<file path="src/rtl/fb_pkg.sv">
package fb_pkg;
  typedef enum logic [2:0] {
    CF_SA0      = 3'd0,
    CF_SA1      = 3'd1,
    CF_TF_RISE  = 3'd2,
    CF_TF_FALL  = 3'd3,
    CF_CPL_INV  = 3'd4,
    CF_CPL_SET  = 3'd5,
    CF_NONE6    = 3'd6,
    CF_NONE7    = 3'd7
  } cell_fault_e;

  typedef enum logic [1:0] {
    BF_STUCK0 = 2'd0,
    BF_STUCK1 = 2'd1,
    BF_AND    = 2'd2,
    BF_OR     = 2'd3
  } bus_fault_e;
endpackage

</file>
<file path="src/rtl/fb_cpl_detect.sv">
module fb_cpl_detect
  import fb_pkg::*;
#(
  parameter int WIDTH = 8,
  parameter int AW    = 3,
  parameter int BW    = 3
) (
  input  logic              flt_en_i,
  input  cell_fault_e       flt_kind_i,
  input  logic              wr_en_i,
  input  logic [AW-1:0]     wr_addr_i,
  input  logic [WIDTH-1:0]  wr_data_i,
  input  logic [AW-1:0]     agg_addr_i,
  input  logic [BW-1:0]     agg_bit_i,
  input  logic              agg_rise_i,
  input  logic              agg_old_i,
  output logic              hit_o
);
  logic agg_new;
  logic kind_cpl;

  assign agg_new  = wr_data_i[agg_bit_i];
  assign kind_cpl = (flt_kind_i == CF_CPL_INV) || (flt_kind_i == CF_CPL_SET);
  // trigger only on a real transition that ends at the programmed level
  assign hit_o = flt_en_i && kind_cpl && wr_en_i && (wr_addr_i == agg_addr_i)
                 && (agg_new != agg_old_i) && (agg_new == agg_rise_i);
endmodule

</file>
<file path="src/rtl/fb_cell_next.sv">
module fb_cell_next
  import fb_pkg::*;
#(
  parameter int WIDTH = 8,
  parameter int AW    = 3,
  parameter int BW    = 3,
  parameter int IDX   = 0
) (
  input  logic [WIDTH-1:0] cur_i,
  input  logic             wr_en_i,
  input  logic [AW-1:0]    wr_addr_i,
  input  logic [WIDTH-1:0] wr_data_i,
  input  logic             flt_en_i,
  input  cell_fault_e      flt_kind_i,
  input  logic [AW-1:0]    flt_addr_i,
  input  logic [BW-1:0]    flt_bit_i,
  input  logic             cpl_hit_i,
  input  logic             cpl_val_i,
  output logic [WIDTH-1:0] nxt_o
);
  localparam logic [AW-1:0] SELF = AW'(IDX);

  logic is_victim;
  assign is_victim = flt_en_i && (flt_addr_i == SELF);

  always_comb begin
    nxt_o = cur_i;
    if (wr_en_i && (wr_addr_i == SELF)) begin
      nxt_o = wr_data_i;
      if (is_victim && flt_kind_i == CF_TF_RISE && !cur_i[flt_bit_i] && wr_data_i[flt_bit_i])
        nxt_o[flt_bit_i] = 1'b0;
      if (is_victim && flt_kind_i == CF_TF_FALL && cur_i[flt_bit_i] && !wr_data_i[flt_bit_i])
        nxt_o[flt_bit_i] = 1'b1;
    end
    // disturbance lands after the cell's own write
    if (cpl_hit_i && is_victim)
      nxt_o[flt_bit_i] = (flt_kind_i == CF_CPL_INV) ? ~nxt_o[flt_bit_i] : cpl_val_i;
  end
endmodule

</file>
<file path="src/rtl/fb_read_path.sv">
module fb_read_path
  import fb_pkg::*;
#(
  parameter int WIDTH = 8,
  parameter int AW    = 3,
  parameter int BW    = 3
) (
  input  logic [WIDTH-1:0] cell_i,
  input  logic [AW-1:0]    rd_addr_i,
  input  logic             flt_en_i,
  input  cell_fault_e      flt_kind_i,
  input  logic [AW-1:0]    flt_addr_i,
  input  logic [BW-1:0]    flt_bit_i,
  input  logic             bus_en_i,
  input  bus_fault_e       bus_kind_i,
  input  logic [BW-1:0]    bus_line_a_i,
  input  logic [BW-1:0]    bus_line_b_i,
  output logic [WIDTH-1:0] val_o
);
  logic wired;

  always_comb begin
    val_o = cell_i;
    wired = 1'b0;
    if (flt_en_i && (rd_addr_i == flt_addr_i)) begin
      if (flt_kind_i == CF_SA0) val_o[flt_bit_i] = 1'b0;
      if (flt_kind_i == CF_SA1) val_o[flt_bit_i] = 1'b1;
    end
    if (bus_en_i) begin
      case (bus_kind_i)
        BF_STUCK0: val_o[bus_line_a_i] = 1'b0;
        BF_STUCK1: val_o[bus_line_a_i] = 1'b1;
        BF_AND: begin
          wired = val_o[bus_line_a_i] & val_o[bus_line_b_i];
          val_o[bus_line_a_i] = wired;
          val_o[bus_line_b_i] = wired;
        end
        default: begin
          wired = val_o[bus_line_a_i] | val_o[bus_line_b_i];
          val_o[bus_line_a_i] = wired;
          val_o[bus_line_b_i] = wired;
        end
      endcase
    end
  end
endmodule

</file>
<file path="src/rtl/fault_reg_bank.sv">
module fault_reg_bank
  import fb_pkg::*;
#(
  parameter int DEPTH = 8,
  parameter int WIDTH = 8,
  localparam int AW = $clog2(DEPTH),
  localparam int BW = $clog2(WIDTH)
) (
  input  logic             clk_i,
  input  logic             rst_ni,
  input  logic             wr_en_i,
  input  logic [AW-1:0]    wr_addr_i,
  input  logic [WIDTH-1:0] wr_data_i,
  input  logic [AW-1:0]    rd_addr_i,
  output logic [WIDTH-1:0] rd_data_o,
  input  logic             flt_en_i,
  input  logic [2:0]       flt_kind_i,
  input  logic [AW-1:0]    flt_addr_i,
  input  logic [BW-1:0]    flt_bit_i,
  input  logic [AW-1:0]    agg_addr_i,
  input  logic [BW-1:0]    agg_bit_i,
  input  logic             agg_rise_i,
  input  logic             cpl_val_i,
  input  logic             bus_en_i,
  input  logic [1:0]       bus_kind_i,
  input  logic [BW-1:0]    bus_line_a_i,
  input  logic [BW-1:0]    bus_line_b_i
);
  cell_fault_e      kind;
  bus_fault_e       bkind;
  logic [WIDTH-1:0] mem_q [DEPTH];
  logic [WIDTH-1:0] mem_d [DEPTH];
  logic [WIDTH-1:0] rd_cell, rd_val, rd_q;
  logic             cpl_hit;

  assign kind  = cell_fault_e'(flt_kind_i);
  assign bkind = bus_fault_e'(bus_kind_i);

  fb_cpl_detect #(.WIDTH(WIDTH), .AW(AW), .BW(BW)) u_cpl (
    .flt_en_i   (flt_en_i),
    .flt_kind_i (kind),
    .wr_en_i    (wr_en_i),
    .wr_addr_i  (wr_addr_i),
    .wr_data_i  (wr_data_i),
    .agg_addr_i (agg_addr_i),
    .agg_bit_i  (agg_bit_i),
    .agg_rise_i (agg_rise_i),
    .agg_old_i  (mem_q[agg_addr_i][agg_bit_i]),
    .hit_o      (cpl_hit)
  );

  for (genvar i = 0; i < DEPTH; i++) begin : g_cell
    fb_cell_next #(.WIDTH(WIDTH), .AW(AW), .BW(BW), .IDX(i)) u_nxt (
      .cur_i      (mem_q[i]),
      .wr_en_i    (wr_en_i),
      .wr_addr_i  (wr_addr_i),
      .wr_data_i  (wr_data_i),
      .flt_en_i   (flt_en_i),
      .flt_kind_i (kind),
      .flt_addr_i (flt_addr_i),
      .flt_bit_i  (flt_bit_i),
      .cpl_hit_i  (cpl_hit),
      .cpl_val_i  (cpl_val_i),
      .nxt_o      (mem_d[i])
    );

    always_ff @(posedge clk_i or negedge rst_ni) begin
      if (!rst_ni) mem_q[i] <= '0;
      else         mem_q[i] <= mem_d[i];
    end
  end

  assign rd_cell = mem_q[rd_addr_i];

  fb_read_path #(.WIDTH(WIDTH), .AW(AW), .BW(BW)) u_rd (
    .cell_i       (rd_cell),
    .rd_addr_i    (rd_addr_i),
    .flt_en_i     (flt_en_i),
    .flt_kind_i   (kind),
    .flt_addr_i   (flt_addr_i),
    .flt_bit_i    (flt_bit_i),
    .bus_en_i     (bus_en_i),
    .bus_kind_i   (bkind),
    .bus_line_a_i (bus_line_a_i),
    .bus_line_b_i (bus_line_b_i),
    .val_o        (rd_val)
  );

  always_ff @(posedge clk_i or negedge rst_ni) begin
    if (!rst_ni) rd_q <= '0;
    else         rd_q <= rd_val;
  end

  assign rd_data_o = rd_q;

  p_write_ideal_r2: assert property (@(posedge clk_i) disable iff (!rst_ni)
    (!flt_en_i && wr_en_i) |=> mem_q[$past(wr_addr_i)] == $past(wr_data_i));

  p_stuck_r4: assert property (@(posedge clk_i) disable iff (!rst_ni)
    (flt_en_i && !bus_en_i && flt_kind_i[2:1] == 2'b00 && rd_addr_i == flt_addr_i)
    |=> rd_data_o[$past(flt_bit_i)] == $past(flt_kind_i[0]));

  p_rise_block_r5: assert property (@(posedge clk_i) disable iff (!rst_ni)
    (flt_en_i && kind == CF_TF_RISE && wr_en_i && wr_addr_i == flt_addr_i
     && !mem_q[flt_addr_i][flt_bit_i])
    |=> !mem_q[$past(flt_addr_i)][$past(flt_bit_i)]);

  p_cpl_inv_r7: assert property (@(posedge clk_i) disable iff (!rst_ni)
    (cpl_hit && kind == CF_CPL_INV && !(wr_en_i && wr_addr_i == flt_addr_i))
    |=> mem_q[$past(flt_addr_i)][$past(flt_bit_i)]
        != $past(mem_q[flt_addr_i][flt_bit_i]));

  p_bus_stuck_r10: assert property (@(posedge clk_i) disable iff (!rst_ni)
    (bus_en_i && !bus_kind_i[1])
    |=> rd_data_o[$past(bus_line_a_i)] == $past(bus_kind_i[0]));

  p_bus_short_r11: assert property (@(posedge clk_i) disable iff (!rst_ni)
    (bus_en_i && bus_kind_i[1])
    |=> rd_data_o[$past(bus_line_a_i)] == rd_data_o[$past(bus_line_b_i)]);
endmodule

</file>
<file path="config.mk">
export PLATFORM = sky130hd
export DESIGN_NAME = fault_reg_bank
export DESIGN_NICKNAME = d
export VERILOG_FILES = /design/src/rtl/fb_pkg.sv /design/src/rtl/fb_cpl_detect.sv /design/src/rtl/fb_cell_next.sv /design/src/rtl/fb_read_path.sv /design/src/rtl/fault_reg_bank.sv
export SDC_FILE = /design/constraint.sdc
export NUM_CORES = 1
export LEC_CHECK = 0
export BUFFER_PORTS_ARGS = -buffer_cell sky130_fd_sc_hd__buf_2
export CAP_MARGIN = 25
export CORE_ASPECT_RATIO = 2
export CORE_MARGIN = 2
export CORE_UTILIZATION = 57
export DETAILED_ROUTE_END_ITERATION = 7
export PLACE_DENSITY = 0.78
export SLEW_MARGIN = 20
export SYNTH_ARGS = -nofsm -noshare
export SYNTH_HDL_FRONTEND = slang
export SYNTH_SLANG_ARGS = --single-unit
</file>
<file path="constraint.sdc">
create_clock -name clk_i -period 7.7 [get_ports clk_i]
set_input_delay 1.925 -clock clk_i [delete_from_list [all_inputs] [get_ports clk_i]]
set_output_delay 1.925 -clock clk_i [all_outputs]
set_load 0.02 [all_outputs]
</file>
Yosys cells after proc, flatten, opt, wreduce, memory -nomap -nowiden
Cells that the tools add are included.
{ "totals": {"regBits": 72, "input_bits": 44, "out_inout_bits": 8} }
{ "classes": {"n_lt_le_gt_ge": 9, "eq_ne": 25, "mux": 120, "bitwise_logic": 27, "n_reduce_logical": 95} }
{ "ops": {"columns": ["cell", "count"], "rows": [
  ["2-to-1 mux 8 bit", 49],
  ["bitwise mux 8 bit", 12],
  ["logical AND 1 bit", 81],
  ["bitwise OR 8 bit", 10],
  ["binary-select mux 1 bit (select 3 bit)", 21],
  ["binary-select mux 8 bit (select 3 bit)", 2],
  ["2-to-1 mux 1 bit", 32],
  ["== test 3 bit (second input constant)", 10],
  ["AND 8 bit", 3],
  ["case mux 8 bit (3 select lines)", 1],
  ["== test 3 x 2 -> 1 bit (second input constant)", 6],
  ["less-than comparator 3 x 4 -> 1 bit (second input constant)", 4],
  ["inverter 8 bit", 2],
  ["demux 1 bit (select 3 bit)", 3],
  ["== test 3 x 1 -> 1 bit (second input constant)", 3],
  [">= comparator 3 x 1 -> 1 bit (second input constant)", 3],
  ["logical NOT 1 bit", 9],
  ["logical NOT 3 bit", 3],
  [">= comparator 4 bit (second input constant)", 2],
  ["inverter 1 bit", 8],
  ["inverter 3 -> 4 bit", 2],
  ["== test 3 bit", 2],
  ["== test 2 x 1 -> 1 bit (second input constant)", 1],
  ["== test 2 bit (second input constant)", 1],
  ["6 further kinds", 6]
]} }

Depth between registers and ports, before layout
Gate-level depths: netlist of run 1.
{ "depth": {"ltp_word": 18, "ltp_mapped": 13} }

By module
From an unflattened synthesis of run 1, not the netlist that was laid out.
{ "hier_totals": {"cells_unflattened": 1425, "hier_area_um2": 11613.6} }
{ "by_module_without_submodules": {"columns": ["module", "instances", "cells_each", "area_per_inst_um2", "seq_area_each_um2"], "rows": [
  ["fault_reg_bank", 1, 141, 2865.2, 1801.7],
  ["fb_cell_next at g_cell[5].u_nxt ...", 2, 144, 937.1, 0.0],
  ["fb_cell_next at g_cell[1].u_nxt ...", 2, 114, 847.1, 0.0],
  ["fb_read_path", 1, 203, 1345.0, 0.0],
  ["fb_cell_next at g_cell[7].u_nxt", 1, 149, 1003.5, 0.0],
  ["fb_cell_next at g_cell[0].u_nxt", 1, 135, 929.6, 0.0],
  ["fb_cell_next at g_cell[4].u_nxt", 1, 140, 914.6, 0.0],
  ["fb_cell_next at g_cell[3].u_nxt", 1, 129, 850.8, 0.0],
  ["fb_cpl_detect", 1, 12, 136.4, 0.0]
]} }

Worst setup path after synthesis of run 1
Ideal clock, no wire load.
{ "synth_timing": {"path_type": "input-to-reg", "start": "in flt_addr_i[0]", "end": "reg rd_q[4] (netlist: rd_data_o[4])", "setup_time_ns": 0.092, "arrival_time_ns": 4.397, "required_ns": 7.608, "path_slack_ns": 3.211, "cell_stages": 10, "path_buffers": 2, "cell_sequence": "clkbuf_1 > xnor2_1 > nand4_2 > or2_1 > buf_2 > o21ai_0 > o22ai_1 > or4_4 > maj3_2 > o31ai_2"} }
{ "synth_between": {"elab_chain_cells": 10, "elab_cells_between_ends": 17, "classes_between": "eq/ne (1); mux (11); bitwise (4); reduce/logical (1)"} }
{ "synth_rtl": {"columns": ["element", "line_no", "text"], "rows": [
  ["from (decl)", "fault_reg_bank.sv:18", "input logic [AW-1:0] flt_addr_i,"],
  ["== test 3 bit (*)", "fb_read_path.sv:25", "if (flt_en_i && (rd_addr_i == flt_addr_i)) begin"],
  ["logical AND 1 bit (*)", "fb_read_path.sv:25", null],
  ["2-to-1 mux 8 bit (*)", "fb_read_path.sv:25", null],
  ["binary-select mux 1 bit (select 3 bit)", "fb_read_path.sv:34, fb_read_path.sv:39", null],
  ["2-to-1 mux 1 bit (not written as such)", "fb_read_path.sv:34, fb_read_path.sv:39", null],
  ["bitwise OR 1 bit or AND 1 bit (tied branches)", "fb_read_path.sv:39, fb_read_path.sv:34", null],
  ["bitwise mux 8 bit, on equally long branches", "fb_read_path.sv:40, fb_read_path.sv:35", null],
  ["bitwise mux 8 bit, on equally long branches", "fb_read_path.sv:41, fb_read_path.sv:36", null],
  ["case mux 8 bit (3 select lines)", "fb_read_path.sv:30", "case (bus_kind_i)"],
  ["2-to-1 mux 8 bit (*)", "fb_read_path.sv:29", "if (bus_en_i) begin"],
  ["net rd_val[4]", "fault_reg_bank.sv:33", "logic [WIDTH-1:0] rd_cell, rd_val, rd_q;"],
  ["to (signal assigned)", "fault_reg_bank.sv:91", "else rd_q <= rd_val;"],
  ["to (decl)", "fault_reg_bank.sv:33", null]
]} }
The timed path passes the listed nets; every way through them passes the cells marked *. The select of a mux whose other input is x is not followed.

Final worst setup path of run 1
{ "layout_timing": {"start": "in flt_bit_i[0]", "end": "reg rd_q[7] (netlist: rd_data_o[7])"} }
{ "layout_between": {"elab_chain_cells": 18, "elab_cells_between_ends": 26, "classes_between": "order compare (2); mux (16); bitwise (7); reduce/logical (1)"} }
{ "layout_rtl": {"columns": ["element", "line_no", "text"], "rows": [
  ["from (decl)", "fault_reg_bank.sv:19", "input logic [BW-1:0] flt_bit_i,"],
  ["less-than comparator 3 x 4 -> 1 bit (not written as such) or >= comparator 3 x 1 -> 1 bit (tied branches)", "fb_read_path.sv:26, fb_read_path.sv:27", null],
  ["logical AND 1 bit (not written as such)", "fb_read_path.sv:26, fb_read_path.sv:27", null],
  ["2-to-1 mux 1 bit (not written as such)", "fb_read_path.sv:26, fb_read_path.sv:27", null],
  ["demux 1 bit (select 3 bit) (*)", null, null],
  ["inverter 8 bit (no source line)", null, null],
  ["AND 8 bit (no source line)", null, null],
  ["2-to-1 mux 8 bit", "fb_read_path.sv:26", "if (flt_kind_i == CF_SA0) val_o[flt_bit_i] = 1'b0;"],
  ["2-to-1 mux 8 bit", "fb_read_path.sv:25", null],
  ["[3 not listed]", null, null],
  ["binary-select mux 1 bit (select 3 bit)", "fb_read_path.sv:34, fb_read_path.sv:39", null],
  ["2-to-1 mux 1 bit (not written as such)", "fb_read_path.sv:34, fb_read_path.sv:39", null],
  ["bitwise OR 1 bit or AND 1 bit (tied branches)", "fb_read_path.sv:39, fb_read_path.sv:34", null],
  ["bitwise mux 8 bit, on equally long branches", "fb_read_path.sv:40, fb_read_path.sv:35", null],
  ["bitwise mux 8 bit, on equally long branches", "fb_read_path.sv:41, fb_read_path.sv:36", null],
  ["case mux 8 bit (3 select lines)", "fb_read_path.sv:30", null],
  ["2-to-1 mux 8 bit (*)", "fb_read_path.sv:29", null],
  ["net rd_val[7]", "fault_reg_bank.sv:33", null]
]} }
Marked as above.

==> impl_metrics.ini, run 1 <==
[outcome]
run_status = finished clean

[cells_and_area]
synthToLayoutAreaGrowth_pct = 7.356
final_cells = 1174
final_util_pct = 62.44
final_nets = 1023
drive_gt1_share_pct = 17.38
fillCellCount = 1307
fin_area_um2 = 8673

[global_routing]
antenna_found_initial = 1
track_usage_pct = 48.76
gr-total-overflow = 0
grt_pass1_wl_um = 53410
grt_pass1_vias = 8650
grt_max_degree = 73

[yosys]
ys_ff_latch = 72
ys_warn_count = 0
synth.top_cells.by_count = nand2_1 (95), o21ai_0 (92), clkbuf_1 (74)
synth.distinct_cells = 82
synth_nets = 1040
yosys.area_share.simple_pct = 18.20
synth_area_leaders = dfrtp_1 (22%), mux4_2 (9.8%), o21ai_0 (5.7%)
synth_top_cell_by_area = dfrtp_1
yosys_most_used_dff = dfrtp_1
async_flop_share_pct = 100.0
synth_top_family_by_area = compound AO/OA/AOI/OAI gates
synth_compound_area_share_pct = 34.27
synthMuxAreaShare_pct = 17.89
synthAdderAreaFrac_pct = 0.1394
yosysMostFrequentCell = nand2_1
synth-xor-area-share_pct = 0.6505
syn-instance-count = 996
syn_area_um2 = 8079
synth_edf_count = 0
avgSynthCellArea_um2 = 8.111
synth_top_area_share_pct = 22.30
ys_seq_area_share_pct = 22.30

[place]
placed_area_um2 = 8285
preCtsSetupSlack_ps = 1871
placed_cells = 1154
portBuffers = 51
dpl.hpwl_um = 25950
gp_congestion = 1.050

[worst_setup_path]
cp.arrival_ps = 5940
start_kind = input port
crit_slowest_cell = nand2_1
path_max_fanout = 25
worst_path_dominant_cell_family = simple AND/OR/NAND/NOR gates
r2r_setup_slack_ps = 3670
end_kind = flop
r2r-end = mem_q[36]
path_cells = buf_2 -> buf_4 -> inv_1 -> nand2_1 -> o21ai_0 -> o22ai_1 -> or4_4 -> maj3_2 -> a31oi_1
max_stage_delay_ps = 780
r2r-start = mem_q[26]
required_ps = 7940
crit_buf_inv = 3
path_class = in -> reg
r2r_cells = 8

[timing]
holdWs_ps = 707.1
worstMarginPinSlew_ps = 1027
finalSetupViolCount = 0
clock_skew_ps = 6.388
timing.final.crit_share_pct = 74.09
maxSlewHeadroom_pct = 30.18
max_freq_mhz = 175.3
finalHoldViolations = 0
worst_slack_ps = 1995
finalCriticalPeriod_ps = 5705
maxSlewViolCount = 0
rsz0062_at_grt = no
tns_ps = 0

[min_path]
min_to = mem_q[10]
hp-class = reg -> reg
worstHoldStart = mem_q[10]
hold_path_depth = 3

[floorplanning]
initial_core_util_pct = 58.16
fp-row-count = 61
dieArea_um2 = 15200
core_um2 = 13890
dieWidth_um = 88.19
ios = 52
die_y_um = 172.4

[routing]
ant_nets = 0
first_pass_iters = 6
wl_per_cell_um = 31.00
vias_per_cell = 7.775
vias = 9128
drc = 0
drtIter0Drc = 1097
wl_um = 36390

[cts]
cts_tree = done
clk_pin_slew_worst_paths_ps = 60
clkLatencyLatePin_ps = 360
cts_hold_buf = 0
cts_root_buffer = clkbuf_16
postCtsSetupBuffers = 0
cts_sinks = 72
clockBufferDepth = 2
cts-htree-levels = 3
postCtsResizedCells = 0
cts_buffers = 9

[power]
powerDensity_nw_per_um2 = 197.7
power.leakage_nw = 3.024
vdd_drop_max_uv = 205.8
power.total_mw = 1.714

[run]
drv_cap = 0
-- final cells by class --
class                           instances  area (um^2)  area share (%)
Clock inverter                          6        116.4           1.342
Tap cell                              189        236.5           2.726
Multi-Input combinational cell        803         5763           66.45
Inverter                               17        63.81          0.7357
Antenna cell                            1        2.502         0.02885
Timing Repair Buffer                   76        460.4           5.309
Sequential cell                        72         1802           20.77
Clock buffer                           10        229.0           2.640
-- state kept, by name, indices dropped and copies added (netlist names) --
signal     count
mem_q         64
rd_data_o      8
-- metal layers --
metal	vias up	global-route usage [%]	share of wire, %
li1	3856	-	-
met1	4319	52.79	32
met2	700	74.01	45
met3	253	13.94	11
met4	0	46.05	12
met5	-	0	0
-- cells in the final DEF, fill, tap and decap left out, types with 35 or more instances in the layout --
cell type,Yosys,final
dfrtp_1,72,72
o31ai_1,43,43
a21oi_1,35,35
o211ai_1,60,60
o21ai_0,92,92
mux4_2,35,35
nor2_1,73,73
mux2i_1,38,38
buf_2,23,51
nand2_1,95,95
-- power breakdown --
part           internal, mW  switching, mW  leakage, nW  total (mW)
logic                 0.265          0.328         2.03       0.593
clock network         0.319          0.183        0.167       0.502
registers             0.457          0.162        0.829       0.619
total                  1.04          0.673         3.02        1.71
-- cell families (layout without fill, tap and decap cells) --
logic type / count (synthesis) / count (layout)
AOI/OAI and AO/OA: 402 / 402
buffers and inverters: 121 / 109
adders and majority gates: 1 / 1
xor gates and xnor gates: 6 / 6
DFF: 72 / 72
other: 0 / 1
and+or+nand+nor: 298 / 298
muxes: 96 / 96
-- worst max path at each step --
stage | startpoint | to | cells past startpoint | slack, ps
after floorplan | flt_addr_i[0] | rd_data_o[4] | 10 | 3210
after global placement | agg_addr_i[1] | mem_q[47] | 9 | 1940
after detailed placement | agg_addr_i[1] | mem_q[47] | 9 | 1870
after CTS | flt_bit_i[0] | rd_data_o[7] | 9 | 2240
after global routing | flt_bit_i[0] | rd_data_o[7] | 10 | 1920
final | flt_bit_i[0] | rd_data_o[7] | 9 | 2000
-- tightest hold or removal path: stages, from the launching register on --
cell and delay (ps):
dfrtp_1 410, nand2_1 70, o21ai_0 70, a22o_1 130
Note: power is estimated with default switching activity, not from simulation.
==> inputs of run 2 (changes only) <==
Settings changed: PLACE_DENSITY 0.78 to 0.81.
Clock period 7.7 ns to 5.2 ns, I/O delays scaled along.
==> impl_metrics.ini, run 2 (synthesized netlist as in run 1, its figures left out) <==
[routing]
wl_per_cell_um = 30.62
vias_per_cell = 7.883
drtIter0Drc = 1160
drc = 21
vias = 9420
first_pass_iters = 8
ant_nets = 0
wl_um = 36600

[cts]
clockBufferDepth = 2
cts_hold_buf = 0
postCtsSetupBuffers = 0
clkLatencyLatePin_ps = 370
cts_tree = done
cts_root_buffer = clkbuf_16
clk_pin_slew_worst_paths_ps = 60
cts_sinks = 72
cts-htree-levels = 3
postCtsResizedCells = 0
cts_buffers = 9

[global_routing]
gr-total-overflow = 0
track_usage_pct = 49.82
grt_pass1_wl_um = 54560
grt_max_degree = 73
grt_pass1_vias = 8853
antenna_found_initial = 2

[worst_setup_path]
r2r_cells = 9
crit_top_cell = o22ai_1
crit_end = rd_data_o[5]
max_stage_delay_ps = 560
cp.arrival_ps = 4560
start_kind = input port
path_cells = buf_2 -> and2_1 -> nand2_1 -> buf_4 -> nor3_1 -> o22ai_1 -> o22ai_1 -> or4_4 -> maj3_2 -> a31oi_1
critPathLaunch = flt_bit_i[1]
r2r-end = mem_q[15]
path_max_fanout = 23
path_class = in -> reg
r2r_setup_slack_ps = 1800
required_ps = 5390
crit_slowest_cell = or4_4
r2r-start = mem_q[7]
end_kind = flop

[power]
clkPwrFrac_pct = 26.9
powerDensity_nw_per_um2 = 281.1
combPwrFrac_pct = 36.2
sw_frac_of_total_pct = 40.51
power_frac_seq_pct = 36.9
vdd_drop_max_uv = 192.8
switching_power_mw = 1.002
p_int_mw = 1.472
power.leakage_nw = 3.106

[floorplanning]
dieWidth_um = 88.19
fp-row-count = 61
die_y_um = 172.4
dieArea_um2 = 15200
ios = 52
initial_core_util_pct = 58.16
core_um2 = 13890

[cells_and_area]
regArea_um2 = 1802
synthToLayoutAreaGrowth_pct = 8.936
multiInputGateArea_um2 = 5763
largest_reg_flops = 64
drive_gt1_share_pct = 19.04
layout_commonest_cell = nand2_1
fillCellCount = 1222
final_util_pct = 63.36
layout_common_cells = nand2_1 (95), o21ai_0 (92), nor2_1 (73)
final_nets = 1042
regMostFlops = mem_q

[timing]
worstMarginPinSlew_ps = 976.4
finalHoldViolations = 0
maxSlewViolCount = 0
finalCriticalPeriod_ps = 4368
clock_skew_ps = 8.302
max_freq_mhz = 228.9
finalSetupViolCount = 0
rsz0062_at_grt = no
tns_ps = 0
maxSlewHeadroom_pct = 34.67
timing.final.crit_share_pct = 84.01

[outcome]
violations = DRC
run_status = finished with violations

[place]
dpl.hpwl_um = 26120
gp_congestion = 1.081
portBuffers = 51

[run]
drv_cap = 0

[min_path]
hp-class = reg -> reg
==> run 2: cell types whose count changed in the layout (fill, tap and decap cells not counted), moves of 2 or more <==
| cell | before | now |
|---|---|---|
| buf_4 | 23 | 43 |
| bufinv_16 | 3 | 1 |
| clkbuf_8 | 0 | 2 |
| clkinv_2 | 0 | 2 |
| clkinv_4 | 2 | 0 |
| clkinvlp_4 | 0 | 2 |
| diode_2 | 1 | 3 |
==> run 2: how the worst min path moves through the flow <==
stage	start	cells after the start	slack, ps	to
finish	mem_q[38]	2	690	mem_q[38]
floorplan	mem_q[23]	2	540	mem_q[23]
detailed placement	mem_q[38]	2	660	mem_q[38]
CTS	mem_q[38]	2	670	mem_q[38]
global route	mem_q[54]	2	710	mem_q[54]
global placement	mem_q[38]	2	640	mem_q[38]
==> run 2: area by class of cell <==
type                       instances  share of cell area (%)
inverter                          17                  0.7250
sequential                        72                   20.47
multi-input combinational        803                   65.48
tap                              189                   2.687
antenna                            3                 0.08530
clock inverter                     5                  0.6255
timing repair buffer              95                   7.051
clock buffer                      11                   2.872
==> run 2: power by group through the flow <==
| stage | clock network (mW) | registers, mW | logic, mW |
|---|---|---|---|
| floorplan | 0 | 0.789 | 0.609 |
| global placement | 0 | 0.894 | 0.846 |
| detailed placement | 0 | 0.892 | 0.858 |
| CTS | 0.662 | 0.883 | 0.862 |
| global route | 0.687 | 0.907 | 0.958 |
| finish | 0.666 | 0.912 | 0.896 |
==> run 2: stage by stage <==
stage          power (mW)  cells  worst slack, ps  cell area (um^2)  hold WS, ps
4_1_cts             2.406   1191            961.2              8766        669.7
2_1_floorplan       1.397    996             1336              8079        541.3
6_report            2.474   1195            831.7              8801        689.6
5_1_grt             2.552   1193            707.5              8796        712.3
3_5_place_dp        1.750   1175            592.5              8458        656.2
3_3_place_gp        1.739   1175            621.8              8458        643.5
==> run 2: routing by layer <==
metal  track usage, %  up-vias  wire length [um]  part of all wire [%]
li1                 -     3901                 -                     -
met1            53.00     4365             11240                    31
met2            75.58      860             16400                    45
met3            16.28      294              4556                    12
met4            46.38        0              4395                    12
met5                0        -                 0                     0
==> run 2: critical path: cells and delay by family <==
family,cells,cell delay [ps]
AOI/OAI and AO/OA,3,1000
adders and majority gates,1,400
buffers and inverters,2,610
and+or+nand+nor,4,1230
==> inputs of run 3 (changes only) <==
Settings changed: PLACE_DENSITY 0.81 to 0.78.
Clock period 5.2 ns to 4.4 ns, I/O delays scaled along.
==> impl_metrics.ini, run 3 (synthesized netlist as in run 1, its figures left out) <==
[cts]
clk_pin_slew_worst_paths_ps = 60
cts_tree = done
postCtsResizedCells = 0
cts_root_buffer = clkbuf_16
clockBufferDepth = 2
cts_sinks = 72
cts_hold_buf = 0
clkLatencyLatePin_ps = 370
postCtsSetupBuffers = 0
cts_buffers = 9
cts-htree-levels = 3

[place]
preCtsSetupSlack_ps = 221.0
dpl.hpwl_um = 26790
gp_congestion = 1.100
portBuffers = 51
placed_cells = 1200

[cells_and_area]
drive_gt1_share_pct = 20.84
largest_reg_flops = 64
regArea_um2 = 1802
synthToLayoutAreaGrowth_pct = 11.18
final_nets = 1067
layout_common_cells = nand2_1 (95), o21ai_0 (92), nor2_1 (73)
final_util_pct = 64.66
final_cells = 1219
multiInputGateArea_um2 = 5763
regMostFlops = mem_q
fillCellCount = 1306
layout_commonest_cell = nand2_1

[power]
power.leakage_nw = 3.229
powerDensity_nw_per_um2 = 332.5
vdd_drop_max_uv = 237.2

[timing]
worstMarginPinSlew_ps = 792.0
finalSetupViolCount = 0
max_freq_mhz = 253.9
rsz0062_at_grt = no
timing.final.crit_share_pct = 89.52
maxSlewHeadroom_pct = 46.80
maxSlewViolCount = 0
tns_ps = 0
finalCriticalPeriod_ps = 3939
finalHoldViolations = 0
worst_slack_ps = 461.0
clock_skew_ps = 6.768

[worst_setup_path]
cp.arrival_ps = 4170
r2r-end = mem_q[59]
required_ps = 4630
r2r_setup_slack_ps = 1070
start_kind = input port
end_kind = flop
r2r-start = mem_q[10]
r2r_cells = 9
path_max_fanout = 44
path_class = in -> reg

[min_path]
min_to = mem_q[58]
hold_path_depth = 3
hp-class = reg -> reg
worstHoldStart = mem_q[58]

[routing]
drtIter0Drc = 1379
wl_per_cell_um = 30.35
first_pass_iters = 6
wl_um = 37000
drc = 0
ant_nets = 0
vias_per_cell = 7.733
vias = 9427

[floorplanning]
fp-row-count = 61
core_um2 = 13890
dieArea_um2 = 15200
initial_core_util_pct = 58.16
ios = 52
die_y_um = 172.4
dieWidth_um = 88.19

[global_routing]
gr-total-overflow = 0
grt_max_degree = 50
grt_pass1_wl_um = 56220
antenna_found_initial = 3
track_usage_pct = 51.22
grt_pass1_vias = 9255

[outcome]
run_status = finished clean

[run]
drv_cap = 0
==> run 3: cell type report <==
| cell class | count | share of cell area, % |
|---|---|---|
| Antenna cell | 3 | 0.08358 |
| Clock buffer | 12 | 2.856 |
| Clock inverter | 3 | 0.7243 |
| Inverter | 17 | 0.7104 |
| Multi-Input combinational cell | 803 | 64.16 |
| Sequential cell | 72 | 20.06 |
| Tap cell | 189 | 2.633 |
| Timing Repair Buffer | 120 | 8.776 |
==> run 3: worst max-delay path by stage <==
stage / from / end / slack [ps] / depth (start not counted)
floorplan: flt_addr_i[0] / rd_data_o[4] / 740 / 10
global placement: flt_bit_i[0] / mem_q[5] / 320 / 9
detailed placement: flt_bit_i[0] / mem_q[23] / 220 / 10
CTS: flt_bit_i[0] / mem_q[23] / 600 / 10
global route: flt_bit_i[0] / mem_q[17] / 350 / 10
finish: flt_kind_i[2] / mem_q[59] / 460 / 11
==> run 3: critical path, stage by stage <==
cell and delay [ps]:
buf_2 110, nor2b_1 180, nand3_1 360, or4_1 650
or4_1 520, mux2i_2 170, buf_4 240, nor2_4 120
buf_12 200, o31ai_1 320, o31ai_1 150
==> run 3: per-layer routing <==
layer,GRT usage [%],share of wire [%],vias up
met5,6.182,0.12,-
met4,49.21,13,2
met3,20.91,12,334
met2,74.63,44,795
met1,53.45,31,4336
li1,-,-,3960
==> run 3: power by group <==
part / internal (mW) / switching, mW
sequential: 0.799 / 0.289
clock: 0.523 / 0.307
combinational: 0.488 / 0.580
total: 1.81 / 1.18
==> run 3: per-stage QoR <==
stage / hold slack, ps / instance area [um^2] / total power [mW]
floorplan: 541.3 / 8079 / 1.651
global placement: 654.1 / 8646 / 2.067
detailed placement: 676.6 / 8646 / 2.083
CTS: 700.7 / 8967 / 2.904
global route: 745.5 / 8977 / 3.103
finish: 715.1 / 8982 / 2.987
